File: config.mk
export PLATFORM = sky130hd
export DESIGN_NAME = flash_seq
export DESIGN_NICKNAME = d
export VERILOG_FILES = /design/src/rtl/flash_seq_pkg.sv /design/src/rtl/flash_seq_dp.sv /design/src/rtl/flash_seq_ctrl.sv /design/src/rtl/flash_seq.sv
export SDC_FILE = /design/constraint.sdc
export NUM_CORES = 1
export LEC_CHECK = 0
export BUFFER_PORTS_ARGS = -buffer_cell sky130_fd_sc_hd__clkbuf_2
export CAP_MARGIN = 20
export CORE_ASPECT_RATIO = 0.7
export CORE_MARGIN = 2
export CORE_UTILIZATION = 50
export CTS_CLUSTER_SIZE = 16
export DETAILED_ROUTE_END_ITERATION = 6
export PLACE_DENSITY = 0.72
export SLEW_MARGIN = 20
export SYNTH_ARGS = -nofsm -noshare
export SYNTH_HDL_FRONTEND = slang
export SYNTH_HIERARCHICAL = 1
export SYNTH_SLANG_ARGS = --single-unit
export TNS_END_PERCENT = 10
File: constraint.sdc
create_clock -name clk -period 5.35 [get_ports clk]
set_input_delay 0.535 -clock clk [delete_from_list [all_inputs] [get_ports clk]]
set_output_delay 0.535 -clock clk [all_outputs]
set_load 0.05 [all_outputs]
File: src/rtl/flash_seq_pkg.sv
package flash_seq_pkg;

  localparam logic [7:0] CMD_ERASE_SETUP = 8'h20;
  localparam logic [7:0] CMD_ERASE_GO    = 8'hD0;
  localparam logic [7:0] CMD_PROG_SETUP  = 8'h40;
  localparam logic [7:0] CMD_STATUS_RD   = 8'h70;
  localparam logic [7:0] CMD_STATUS_CLR  = 8'h50;
  localparam logic [7:0] CMD_ARRAY_MODE  = 8'hFF;

  typedef enum logic [3:0] {
    ST_IDLE, ST_ER_SETUP, ST_ER_GO, ST_PG_SETUP, ST_PG_GAP, ST_PG_DATA,
    ST_POLL_CMD, ST_POLL_READ, ST_CLEAR, ST_ARRAY, ST_VERIFY, ST_FINISH
  } seqState_t;

  typedef struct packed {
    logic       busWr;
    logic       busRd;
    logic       useOffset;
    logic       dataFromSrc;
    logic [7:0] cmd;
    logic       gapRun;
    logic       latch;
    logic       clrByte;
    logic       incByte;
    logic       clrPoll;
    logic       incPoll;
    logic       setTimeout;
    logic       setVerifyFail;
  } seqStrobe_t;

endpackage

File: src/rtl/flash_seq_dp.sv
module flash_seq_dp
  import flash_seq_pkg::*;
#(
  parameter int BANK_BYTES = 8192,
  parameter int N_BANKS    = 2,
  parameter int ACC_CYC    = 2,
  parameter int GAP_CYC    = 100,
  parameter int POLL_MAX   = 1000000,
  localparam int OFF_W     = $clog2(BANK_BYTES),
  localparam int BANK_W    = $clog2(N_BANKS),
  localparam int ADDR_W    = OFF_W + BANK_W
) (
  input  logic              clk,
  input  logic              rst_n,
  input  seqStrobe_t        stb,
  input  logic [BANK_W-1:0] startBank,
  input  logic              startOpWrite,
  input  logic [7:0]        srcData,
  input  logic [7:0]        flashDqIn,
  output logic [OFF_W-1:0]  srcOffset,
  output logic [ADDR_W-1:0] flashAddr,
  output logic [7:0]        flashDqOut,
  output logic              flashWeN,
  output logic              flashOeN,
  output logic              accDone,
  output logic              gapDone,
  output logic              devReady,
  output logic              lastByte,
  output logic              pollExhausted,
  output logic              readMatch,
  output logic              opIsWrite,
  output logic              timeoutFlag,
  output logic              verifyFailFlag
);

  localparam int TMR_MAX = (ACC_CYC > GAP_CYC) ? ACC_CYC : GAP_CYC;
  localparam int TMR_W   = $clog2(TMR_MAX + 1);
  localparam int POLL_W  = $clog2(POLL_MAX + 1);

  logic [TMR_W-1:0]  timer;
  logic [OFF_W-1:0]  byteCnt;
  logic [POLL_W-1:0] pollCnt;
  logic [BANK_W-1:0] bankReg;
  logic              accActive;

  assign accActive = stb.busWr | stb.busRd;
  assign accDone   = accActive && (timer == TMR_W'(ACC_CYC));
  assign gapDone   = stb.gapRun && (timer == TMR_W'(GAP_CYC - 1));

  always_ff @(posedge clk) begin
    if (!rst_n) begin
      timer <= '0;
    end else if (accDone || gapDone) begin
      timer <= '0;
    end else if (accActive || stb.gapRun) begin
      timer <= timer + 1'b1;
    end else begin
      timer <= '0;
    end
  end

  always_ff @(posedge clk) begin
    if (!rst_n) begin
      byteCnt        <= '0;
      pollCnt        <= '0;
      bankReg        <= '0;
      opIsWrite      <= 1'b0;
      timeoutFlag    <= 1'b0;
      verifyFailFlag <= 1'b0;
    end else begin
      if (stb.latch) begin
        bankReg        <= startBank;
        opIsWrite      <= startOpWrite;
        timeoutFlag    <= 1'b0;
        verifyFailFlag <= 1'b0;
      end
      if (stb.clrByte)      byteCnt <= '0;
      else if (stb.incByte) byteCnt <= byteCnt + 1'b1;
      if (stb.clrPoll)      pollCnt <= '0;
      else if (stb.incPoll) pollCnt <= pollCnt + 1'b1;
      if (stb.setTimeout)    timeoutFlag    <= 1'b1;
      if (stb.setVerifyFail) verifyFailFlag <= 1'b1;
    end
  end

  assign srcOffset     = byteCnt;
  assign flashAddr     = {bankReg, (stb.useOffset ? byteCnt : OFF_W'(0))};
  assign flashDqOut    = stb.dataFromSrc ? srcData : stb.cmd;
  assign flashWeN      = !(stb.busWr && (timer != '0));
  assign flashOeN      = !(stb.busRd && (timer != '0));
  assign devReady      = flashDqIn[7];
  assign lastByte      = (byteCnt == OFF_W'(BANK_BYTES - 1));
  assign pollExhausted = (pollCnt == POLL_W'(POLL_MAX - 1));
  assign readMatch     = (flashDqIn == (opIsWrite ? srcData : 8'hFF));

  // the poll counter never runs past its budget
  assert_poll_bound_R4: assert property (@(posedge clk) disable iff (!rst_n)
    pollCnt < POLL_W'(POLL_MAX));

  // address and data held for the whole write strobe
  assert_write_hold_R10: assert property (@(posedge clk) disable iff (!rst_n)
    (!flashWeN && $past(!flashWeN)) |-> ($stable(flashAddr) && $stable(flashDqOut)));

  // the two strobes are never low together
  assert_strobe_excl_R10: assert property (@(posedge clk) disable iff (!rst_n)
    !(!flashWeN && !flashOeN));

endmodule

File: src/rtl/flash_seq_ctrl.sv
module flash_seq_ctrl
  import flash_seq_pkg::*;
(
  input  logic       clk,
  input  logic       rst_n,
  input  logic       start,
  input  logic       startOpWrite,
  input  logic       opIsWrite,
  input  logic       accDone,
  input  logic       gapDone,
  input  logic       devReady,
  input  logic       lastByte,
  input  logic       pollExhausted,
  input  logic       readMatch,
  output seqStrobe_t stb,
  output logic       busy,
  output logic       done
);

  seqState_t state, nextState;

  always_ff @(posedge clk) begin
    if (!rst_n) state <= ST_IDLE;
    else        state <= nextState;
  end

  always_comb begin
    stb       = '0;
    nextState = state;
    unique case (state)
      ST_IDLE: if (start) begin
        stb.latch   = 1'b1;
        stb.clrByte = 1'b1;
        nextState   = startOpWrite ? ST_PG_SETUP : ST_ER_SETUP;
      end
      ST_ER_SETUP: begin
        stb.busWr = 1'b1;
        stb.cmd   = CMD_ERASE_SETUP;
        if (accDone) nextState = ST_ER_GO;
      end
      ST_ER_GO: begin
        stb.busWr = 1'b1;
        stb.cmd   = CMD_ERASE_GO;
        if (accDone) begin
          stb.clrPoll = 1'b1;
          nextState   = ST_POLL_CMD;
        end
      end
      ST_PG_SETUP: begin
        stb.busWr     = 1'b1;
        stb.useOffset = 1'b1;
        stb.cmd       = CMD_PROG_SETUP;
        if (accDone) nextState = ST_PG_GAP;
      end
      ST_PG_GAP: begin
        stb.gapRun    = 1'b1;
        stb.useOffset = 1'b1;
        if (gapDone) nextState = ST_PG_DATA;
      end
      ST_PG_DATA: begin
        stb.busWr       = 1'b1;
        stb.useOffset   = 1'b1;
        stb.dataFromSrc = 1'b1;
        if (accDone) begin
          stb.clrPoll = 1'b1;
          nextState   = ST_POLL_CMD;
        end
      end
      ST_POLL_CMD: begin
        stb.busWr = 1'b1;
        stb.cmd   = CMD_STATUS_RD;
        if (accDone) nextState = ST_POLL_READ;
      end
      ST_POLL_READ: begin
        stb.busRd = 1'b1;
        if (accDone) begin
          if (devReady) begin
            if (opIsWrite && !lastByte) begin
              stb.incByte = 1'b1;
              nextState   = ST_PG_SETUP;
            end else begin
              nextState = ST_CLEAR;
            end
          end else if (pollExhausted) begin
            stb.setTimeout = 1'b1;
            nextState      = ST_CLEAR;
          end else begin
            stb.incPoll = 1'b1;
            nextState   = ST_POLL_CMD;
          end
        end
      end
      ST_CLEAR: begin
        stb.busWr = 1'b1;
        stb.cmd   = CMD_STATUS_CLR;
        if (accDone) nextState = ST_ARRAY;
      end
      ST_ARRAY: begin
        stb.busWr = 1'b1;
        stb.cmd   = CMD_ARRAY_MODE;
        if (accDone) begin
          stb.clrByte = 1'b1;
          nextState   = ST_VERIFY;
        end
      end
      ST_VERIFY: begin
        stb.busRd     = 1'b1;
        stb.useOffset = 1'b1;
        if (accDone) begin
          if (!readMatch) begin
            stb.setVerifyFail = 1'b1;
            nextState         = ST_FINISH;
          end else if (lastByte) begin
            nextState = ST_FINISH;
          end else begin
            stb.incByte = 1'b1;
          end
        end
      end
      ST_FINISH: nextState = ST_IDLE;
      default:   nextState = ST_IDLE;
    endcase
  end

  assign busy = (state != ST_IDLE);
  assign done = (state == ST_FINISH);

  // an accepted start makes the block busy on the next cycle
  assert_start_busy_R2: assert property (@(posedge clk) disable iff (!rst_n)
    (start && !busy) |=> busy);

  // done lasts one cycle
  assert_done_pulse_R9: assert property (@(posedge clk) disable iff (!rst_n)
    done |=> !done);

  // busy only drops right after done
  assert_busy_fall_R9: assert property (@(posedge clk) disable iff (!rst_n)
    $fell(busy) |-> $past(done));

endmodule

File: src/rtl/flash_seq.sv
module flash_seq
  import flash_seq_pkg::*;
#(
  parameter int BANK_BYTES = 8192,
  parameter int N_BANKS    = 2,
  parameter int ACC_CYC    = 2,
  parameter int GAP_CYC    = 100,
  parameter int POLL_MAX   = 1000000,
  localparam int OFF_W     = $clog2(BANK_BYTES),
  localparam int BANK_W    = $clog2(N_BANKS),
  localparam int ADDR_W    = OFF_W + BANK_W
) (
  input  logic              clk,
  input  logic              rst_n,
  input  logic              start,
  input  logic              opWrite,
  input  logic [BANK_W-1:0] bankSel,
  output logic              busy,
  output logic              done,
  output logic              timeout,
  output logic              verifyFail,
  output logic [OFF_W-1:0]  srcOffset,
  input  logic [7:0]        srcData,
  output logic [ADDR_W-1:0] flashAddr,
  output logic [7:0]        flashDqOut,
  input  logic [7:0]        flashDqIn,
  output logic              flashWeN,
  output logic              flashOeN
);

  seqStrobe_t stb;
  logic accDone, gapDone, devReady, lastByte, pollExhausted, readMatch, opIsWrite;

  flash_seq_ctrl i_ctrl (
    .clk(clk), .rst_n(rst_n), .start(start), .startOpWrite(opWrite),
    .opIsWrite(opIsWrite), .accDone(accDone), .gapDone(gapDone),
    .devReady(devReady), .lastByte(lastByte), .pollExhausted(pollExhausted),
    .readMatch(readMatch), .stb(stb), .busy(busy), .done(done)
  );

  flash_seq_dp #(
    .BANK_BYTES(BANK_BYTES), .N_BANKS(N_BANKS), .ACC_CYC(ACC_CYC),
    .GAP_CYC(GAP_CYC), .POLL_MAX(POLL_MAX)
  ) i_dp (
    .clk(clk), .rst_n(rst_n), .stb(stb), .startBank(bankSel),
    .startOpWrite(opWrite), .srcData(srcData), .flashDqIn(flashDqIn),
    .srcOffset(srcOffset), .flashAddr(flashAddr), .flashDqOut(flashDqOut),
    .flashWeN(flashWeN), .flashOeN(flashOeN), .accDone(accDone),
    .gapDone(gapDone), .devReady(devReady), .lastByte(lastByte),
    .pollExhausted(pollExhausted), .readMatch(readMatch),
    .opIsWrite(opIsWrite), .timeoutFlag(timeout), .verifyFailFlag(verifyFail)
  );

endmodule

## Word-level counts from Yosys, hierarchy flattened

Cells that the tools add are included.

| cells by class | value |
|---|---|
| $add $sub $neg | 3 |
| equal/unequal tests | 27 |
| mux-type cells | 49 |
| bitwise gates (word level) | 3 |
| reductions and logical operators | 23 |

Operators by type and width:

| cell | number |
|---|---|
| $mux W4 | 15 |
| $pmux W8 S6 | 1 |
| $pmux W4 S10 | 1 |
| $mux W1 | 22 |
| $add A20 B1 Y20 const B | 1 |
| $eq A20 B20 Y1 const B | 1 |
| $ne A2 B1 Y1 const B | 9 |
| $eq A4 B3 Y1 const B | 4 |
| $eq A4 B4 Y1 const B | 4 |
| $mux W8 | 2 |
| $add A13 B1 Y13 const B | 1 |
| $eq A13 B13 Y1 const B | 1 |
| $mux W13 | 1 |
| $reduce_and A11 Y1 | 1 |
| $mux W2 | 5 |
| $eq A4 B2 Y1 const B | 2 |
| $eq A8 B8 Y1 | 1 |
| $reduce_or A2 Y1 | 4 |
| $add A7 B1 Y7 const B | 1 |
| $eq A7 B2 Y1 const B | 1 |
| $eq A7 B7 Y1 const B | 1 |
| $reduce_bool A7 Y1 | 1 |
| $reduce_or A7 Y1 | 1 |
| $logic_and A1 B1 Y1 | 5 |
| 13 further kinds | 19 |

| word-level totals | value |
|---|---|
| flip-flop bits (word level) | 48 |
| input port bits | 21 |
| output and inout port bits | 41 |
| logic and storage cells | 113 |

## Logic depth before layout (Yosys ltp)

Gate-level depths: netlist of run 1.

| depth | value |
|---|---|
| depth after elaboration | 8 |
| mapped depth | 15 |

## Hierarchy

The synthesis of run 1 kept the hierarchy.

Modules (own cells, without submodules):

| module | times used | cells each | area each (um^2) | seq. area each (um^2) |
|---|---|---|---|---|
| flash_seq_dp | 1 | 283 | 2409.8 | 880.8 |
| flash_seq_ctrl | 1 | 95 | 671.9 | 80.1 |

## Least setup slack after synthesis of run 1

No wires, ideal clock.

| timing path | value |
|---|---|
| path kind | register to register |
| start point | register i_ctrl.state[2] |
| end point | register i_dp.pollCnt[17] |
| setup time | 0.059 ns |
| arrival time | 3.875 ns |
| required time | 5.291 ns |
| slack | 1.416 ns |
| stages on the path, launching flop included | 16 |
| clock period less this slack | 3.934 ns |
| cells stage by stage | dfxtp_1 -> buf_6 -> clkbuf_1 -> a21oi_1 -> nor2b_1 -> a211oi_1 -> o21ai_0 -> nor4_1 -> nand2_1 -> nor3_1 -> and3_1 -> buf_2 -> or4b_1 -> buf_2 -> or4_1 -> nand2_1 |

RTL lines:

| item | line | RTL |
|---|---|---|
| start, declared | flash_seq_ctrl.sv:20 | `seqState_t state, nextState;` |
| start signal, assigned | flash_seq_ctrl.sv:24 | `else state <= nextState;` |
| end signal, assigned | flash_seq_dp.sv:80 | `else if (stb.incPoll) pollCnt <= pollCnt + 1'b1;` |
| end, declared | flash_seq_dp.sv:42 | `logic [POLL_W-1:0] pollCnt;` |

==> metrics.md, run 1 <==
| Metric | Value |
|---|---|
| Share of cells above drive strength 1 | `0.2160` |
| Total vias in the final route | `2,848` |
| Die Y | `69.69 µm` |
| Clock Latency Late Sink | `0.31 ns` |
| Syn Std Cell Area | `3082 µm²` |
| Die area | `6818 µm²` |
| WL per Instance | `13.65 µm` |
| Crit Path Category | `register to register` |
| Fin crit share | `0.8091` |
| PwrDens | `303.6 nW/µm²` |
| Synth-to-layout area growth | `13.07%` |
| Fin Hold WS | `0.4737 ns` |
| Worst path most repeated cell | `or4_1` |
| Yosys warns | `6` |
| Routed WL | `6837 µm` |
| Synth top area share | `0.3118` |
| Comb pwr share | `0.328` |
| Die Width | `97.84 µm` |
| Via density | `5.685` |
| Outcome | `completed` |
| Syn Area/Cell | `8.153 µm²` |
| Most used DFF post-synth | `dfxtp_1` |
| Leak Pwr | `1.351 nW` |
| Drt pass-1 iters | `4` |
| HPWL after detailed placement | `5033 µm` |
| Cell Area, Placed | `3358 µm²` |
| Met2 layer usage reported by global route | `0.2823` |
| R2R Setup Slk | `1.02 ns` |
| Top post-synthesis cells by area | `dfxtp_1 (31%), nor2_1 (5.1%), xor2_1 (4.5%), xnor2_1 (4.3%), nand2_1 (3.5%)` |
| Peak supply drop | `0.0001572 V` |
| CTS H-tree lvls | `2` |
| Asr flop ratio synth | `0` |
| Antenna violations before repair | `0` |
| Post-Layout Cell Count | `501` |
| Slowest stage delay, CP | `0.80 ns` |
| Achievable frequency | `0.2310 GHz` |
| Post-synth EDFFs | `0` |
| Clock transition at path regs | `0.08 ns` |
| RSZ-0062 raised after global routing | `false` |
| First-pass GRT wire length | `11,710 µm` |
| Site row count | `23` |
| Sw Share | `0.3784` |
| Synthesis-stage register bit count | `48` |
| Worst Hold Class | `register to register` |
| Crit. End Element | `register` |
| Initial Utilization | `0.5275` |
| Top-Level Pins | `62` |
| Transition time of the tightest slew-check pin | `0.8286 ns` |
| Worst path top cell family by delay | `simple AND/OR/NAND/NOR gates` |
| Multi-input gate area | `1957 µm²` |
| GR Util met3 | `0.04133` |
| Synth area leader | `dfxtp_1` |
| Final Hold Viols | `0` |
| Deepest clock path buffer count | `2` |
| Maximum Capacitance Violations | `0` |
| Critical Path Fanout Max | `23` |
| DRT iter0 DRCs | `220` |
| Crit-path cells | `nand2b_1, o22ai_1, and2_1, o21ai_0, nor4_1, buf_4, nand2_1, nor3_1, nand4_4, or4_1, or4_1, a21oi_1` |
| Gr usage total | `0.2033` |
| Largest net degree at the start of global routing | `24` |
| Sw power | `0.0004004 W` |
| # nets final | `451` |
| Root Buffer | `clkbuf_8` |
| Pre-CTS setup slack | `1.101 ns` |
| Final Instance Area | `3485 µm²` |
| Internal power | `0.0006577 W` |
| Setup violators final | `0` |
| Worst Skew | `0.005824 ns` |
| Clock Sinks | `48` |
| Hold buffers post-CTS | `0` |
| Crit start category | `register` |
| Core area | `5842 µm²` |
| Global Route met1 Usage | `0.3130` |
| Post-CTS Resized | `0` |
| Antenna viol nets, final | `0` |
| Placed insts | `493` |
| Vias in the first global route | `2,494` |
| TritonCTS clock tree | `done` |
| Distinct cell type count after synthesis | `65` |
| Reg power frac | `0.402` |
| Max-slew headroom | `0.4476` |
| Clk pwr share | `0.271` |
| CP required | `5.58 ns` |
| Antenna cells | `0` |
| Setup WS post-layout | `1.021 ns` |
| FF+latch area | `960.9 µm²` |
| Setup_tns | `0 ns` |
| CP max stage cell | `dfxtp_1` |
| GR peak layer | `met1` |
| DRC Markers | `0` |
| Post-synth net total | `404` |
| Gr ovfl total | `0` |
| Cells after synthesis | `378` |
| Postcts setup bufs | `0` |
| CP bufs+invs | `1` |
| CTS buffer count | `5` |
| Slew Viols, Final | `0` |
| # port buffers | `61` |
| RePlAce Congestion | `0.8550` |
| Fillers | `535` |
| Minimum clock period | `4.329 ns` |
| Seq/Total Area, Yosys | `0.3118` |
| Data arrival, critical path | `4.56 ns` |
[power by group through the flow]
stage,Combinational (W),Clock (W),Sequential [W]
3_3_place_gp,0.000342,0,0.000430
6_report,0.000347,0.000287,0.000425
4_1_cts,0.000345,0.000295,0.000423
3_5_place_dp,0.000342,0,0.000432
2_1_floorplan,0.000317,0,0.000396
5_1_grt,0.000377,0.000309,0.000430
[stage by stage]
step	power, W	utilization
after floorplan	0.0007125	-
after global placement	0.0007718	0.5749
after detailed placement	0.0007741	0.5749
after CTS	0.001064	0.5965
after global routing	0.001116	0.5965
final	0.001058	0.5965
[path summary, 6_finish.rpt]
| path | end | from | cells past startpoint |
|---|---|---|---|
| setup / recovery | i_dp/pollCnt[18] | i_ctrl/state[3] | 12 |
| hold / removal | i_dp/timer[0] | i_dp/timer[0] | 1 |
| setup reg to reg | i_dp/pollCnt[18] | i_ctrl/state[3] | 12 |
| hold reg to reg | i_dp/timer[0] | i_dp/timer[0] | 1 |
[worst register-to-register path, delay by kind of cell (launching register included)]
| family | cells | cell delay, ns |
|---|---|---|
| AOI/OAI and AO/OA | 3 | 0.48 |
| buffers and inverters | 1 | 0.20 |
| DFF | 1 | 0.80 |
| and+or+nand+nor | 8 | 2.78 |
[state kept, by name, indices dropped and copies added, names as in the netlist]
| signal | cells |
|---|---|
| i_dp/timeoutFlag | 1 |
| i_dp/opIsWrite | 1 |
| i_dp/pollCnt | 20 |
| i_dp/srcOffset | 13 |
| i_dp/timer | 7 |
| i_dp/bankReg | 1 |
| i_dp/verifyFailFlag | 1 |
| i_ctrl/state | 4 |
[cell usage in the layout (no fill, tap or decap), types with 6 or more instances in the layout]
cell type / instances
nor2_1: 42
dfxtp_1: 48
and2_1: 14
or4_1: 6
clkbuf_2: 61
nor3_1: 9
nand2b_1: 10
nand3_1: 12
xnor2_1: 15
or3_1: 6
nand4_1: 11
o21ai_0: 10
a21oi_1: 12
inv_1: 9
mux2_2: 9
nor4_1: 11
xor2_1: 16
nand2_1: 29
nor2b_1: 9
clkbuf_8: 7
[area by class of cell]
| class | count | share of cell area |
|---|---|---|
| Clock buffer | 7 | 0.02765 |
| Clock inverter | 1 | 0.008618 |
| Inverter | 9 | 0.009695 |
| Multi-Input combinational cell | 299 | 0.5616 |
| Sequential cell | 48 | 0.2758 |
| Tap cell | 75 | 0.02693 |
| Timing Repair Buffer | 62 | 0.08977 |
[per-layer routing]
| layer | wire, µm | vias up |
|---|---|---|
| met3 | 329 | 7 |
| met4 | 63 | 0 |
| li1 | - | 1447 |
| met5 | 0 | - |
| met1 | 3580 | 1318 |
| met2 | 2864 | 76 |
[synthesized netlist by cell type, types with 2 or more instances]
cell       n
dfxtp_1   48
nor2_1    42
nand2_1   29
xor2_1    16
xnor2_1   15
and2_1    14
a21oi_1   12
nand3_1   12
nand4_1   11
nor4_1    11
nand2b_1  10
o21ai_0   10
inv_1      9
mux2_2     9
nor2b_1    9
nor3_1     9
clkbuf_1   7
or3_1      6
or4_1      6
buf_2      5
buf_4      5
ha_1       5
mux2i_1    5
o211ai_1   5
and3_1     4
nand3b_1   4
o31ai_1    4
a211o_1    3
buf_6      3
nor3b_1    3
o21a_1     3
o22ai_1    3
a211oi_1   2
a31oi_1    2
buf_1      2
o21bai_1   2
o31a_1     2
o41ai_1    2
or3b_1     2
or3b_2     2
[logic make-up (layout without fill, tap and decap cells)]
| family | count (synthesis) | count (layout) | share of synthesized area |
|---|---|---|---|
| xor gates and xnor gates | 31 | 31 | 0.08810 |
| and+or+nand+nor | 187 | 187 | 0.3394 |
| muxes | 14 | 14 | 0.04913 |
| AOI/OAI and AO/OA | 62 | 62 | 0.1381 |
| buffers and inverters | 31 | 79 | 0.05319 |
| DFF | 48 | 48 | 0.3118 |
| adders and majority gates | 5 | 5 | 0.02030 |
Power figures use the tool's default switching activity.
==> run 2: changes to the inputs <==
==> constraint.sdc (replaced) <==
create_clock -name clk -period 4.2 [get_ports clk]
set_input_delay 0.42 -clock clk [delete_from_list [all_inputs] [get_ports clk]]
set_output_delay 0.42 -clock clk [all_outputs]
set_load 0.05 [all_outputs]
==> run 2 against run 1 <==
Compared with the run above:
- maximum frequency increased by 13%
- register-to-register slack got worse by 0.65 ns
- via count is 3.3% higher
- cell area increased by 1.1%
- clock power is 23% higher
- count of clock-buffer cells in the layout down 1
- cell count rose by 1.2%
- routed wire length increased by 4.6%
- critical endpoint unchanged
- largest cell class unchanged
- largest power group unchanged
- highest routed layer unchanged
==> metrics.md, run 2 (same netlist as run 1, synthesis figures left out) <==
| Metric | Value |
|---|---|
| Outcome | `completed` |
| Site row count | `23` |
| Post-CTS Resized | `0` |
| Initial Utilization | `0.5275` |
| Antenna viol nets, final | `0` |
| Fin crit share | `0.9120` |
| Most common cell after layout, fill and taps aside | `clkbuf_2` |
| Top-Level Pins | `62` |
| Achievable frequency | `0.2611 GHz` |
| Worst path most repeated cell | `or4_1` |
| RePlAce Congestion | `0.8536` |
| Crit start category | `register` |
| Reg power frac | `0.387` |
| RSZ-0062 raised after global routing | `false` |
| Peak supply drop | `0.0002010 V` |
| Antenna cells | `0` |
| Hold buffers post-CTS | `0` |
| Clock transition at path regs | `0.09 ns` |
| Pre-CTS setup slack | `0.4754 ns` |
| Setup_tns | `0 ns` |
| Die area | `6818 µm²` |
| Total vias in the final route | `2,942` |
| Worst Hold Class | `input port to register` |
| Core area | `5842 µm²` |
| Crit Path Category | `register to register` |
| DRC Markers | `0` |
| # port buffers | `61` |
| Crit. End Element | `register` |
| Worst Skew | `0.008200 ns` |
| PwrDens | `384.2 nW/µm²` |
| Die Width | `97.84 µm` |
| Vias in the first global route | `2,464` |
| DRT iter0 DRCs | `290` |
| Sw Share | `0.3843` |
| Leak Pwr | `1.380 nW` |
| Via density | `5.803` |
| Post-Layout Cell Count | `507` |
| Setup violators final | `0` |
| Fillers | `540` |
| Reg with most FFs | `i_dp/pollCnt` |
| Postcts setup bufs | `0` |
| Antenna violations before repair | `0` |
| Transition time of the tightest slew-check pin | `0.8130 ns` |
| WL per Instance | `14.11 µm` |
| CTS H-tree lvls | `2` |
| Clk pwr share | `0.260` |
| Comb pwr share | `0.353` |
| Data arrival, critical path | `4.05 ns` |
| Clock Sinks | `48` |
| CP bufs+invs | `1` |
| Synth-to-layout area growth | `14.37%` |
| Gr ovfl total | `0` |
| Slowest stage delay, CP | `0.66 ns` |
| Crit-path cells | `nand2b_1, o22ai_1, and2_1, o21ai_0, nor4_1, nand2_1, nor3_1, buf_4, nand4_4, or4_1, or4_1, a21oi_1` |
| CP required | `4.42 ns` |
| Critical Path Fanout Max | `13` |
| Worst path top cell family by delay | `simple AND/OR/NAND/NOR gates` |
| Max reg flops | `20` |
| Final Instance Area | `3525 µm²` |
| Share of cells above drive strength 1 | `0.2269` |
| Placed insts | `499` |
| Largest net degree at the start of global routing | `20` |
| Most frequent cells in the layout | `clkbuf_2 (61), dfxtp_1 (48), nor2_1 (42), nand2_1 (29), xor2_1 (16)` |
| Cell Area, Placed | `3403 µm²` |
| Deepest clock path buffer count | `2` |
| Minimum clock period | `3.830 ns` |
| Slew Viols, Final | `0` |
| Routed WL | `7152 µm` |
| TritonCTS clock tree | `done` |
| Maximum Capacitance Violations | `0` |
| Sw power | `0.0005204 W` |
| Internal power | `0.0008338 W` |
| HPWL after detailed placement | `5409 µm` |
| CTS buffer count | `5` |
| Max-slew headroom | `0.4580` |
| Drt pass-1 iters | `5` |
| CP max stage cell | `or4_1` |
| Gr usage total | `0.2094` |
| Clock Latency Late Sink | `0.30 ns` |
| Die Y | `69.69 µm` |
| Final Hold Viols | `0` |
| Setup WS post-layout | `0.3696 ns` |
| Root Buffer | `clkbuf_8` |
| First-pass GRT wire length | `11,900 µm` |
| # nets final | `457` |
## run 2: cell types whose count changed in the layout (fill, tap and decap cells not counted)
cell	previous run	this run
buf_4	1	7
clkbuf_8	7	6
clkinv_4	0	1
## run 2: cell type report
| type | instances | area, µm² | area share |
|---|---|---|---|
| Tap cell | 75 | 93.84 | 0.02662 |
| Timing Repair Buffer | 68 | 357.8 | 0.1015 |
| Sequential cell | 48 | 960.9 | 0.2726 |
| Clock inverter | 2 | 38.79 | 0.01100 |
| Inverter | 9 | 33.78 | 0.009585 |
| Clock buffer | 6 | 82.58 | 0.02343 |
| Multi-Input combinational cell | 299 | 1957 | 0.5552 |
## run 2: power by group through the flow
| stage | sequential [W] | clock (W) | combinational (W) |
|---|---|---|---|
| after CTS | 0.000522 | 0.000361 | 0.000474 |
| after global placement | 0.000530 | 0 | 0.000475 |
| after global routing | 0.000529 | 0.000379 | 0.000516 |
| after detailed placement | 0.000533 | 0 | 0.000472 |
| after floorplan | 0.000504 | 0 | 0.000404 |
| final | 0.000524 | 0.000352 | 0.000478 |
## run 2: final timing paths
check,from,end,slack (ns),cells past startpoint
max,i_ctrl/state[3],i_dp/pollCnt[18],0.37,12
min,bankSel,i_dp/bankReg,0.39,3
max reg2reg,i_ctrl/state[3],i_dp/pollCnt[18],0.37,12
min reg2reg,i_dp/timer[0],i_dp/timer[0],0.47,1
## run 2: routing by layer
layer	GRT usage	wire, µm	vias up
met4	0.04012	41	0
met5	0	0	-
met2	0.2915	2858	96
li1	-	-	1463
met3	0.04940	535	4
met1	0.3255	3716	1379
## run 2: through the flow
| stage | utilization | total power, W | hold slack [ns] |
|---|---|---|---|
| floorplan | - | 0.0009076 | 0.4297 |
| global placement | 0.5826 | 0.001005 | 0.4455 |
| detailed placement | 0.5826 | 0.001005 | 0.4542 |
| CTS | 0.6033 | 0.001356 | 0.3960 |
| global route | 0.6033 | 0.001425 | 0.4065 |
| finish | 0.6033 | 0.001354 | 0.3920 |
## run 2: worst min-delay path: stages
cell      delay [ns]
clkbuf_2        0.08
mux2i_1         0.05
nor2b_1         0.10
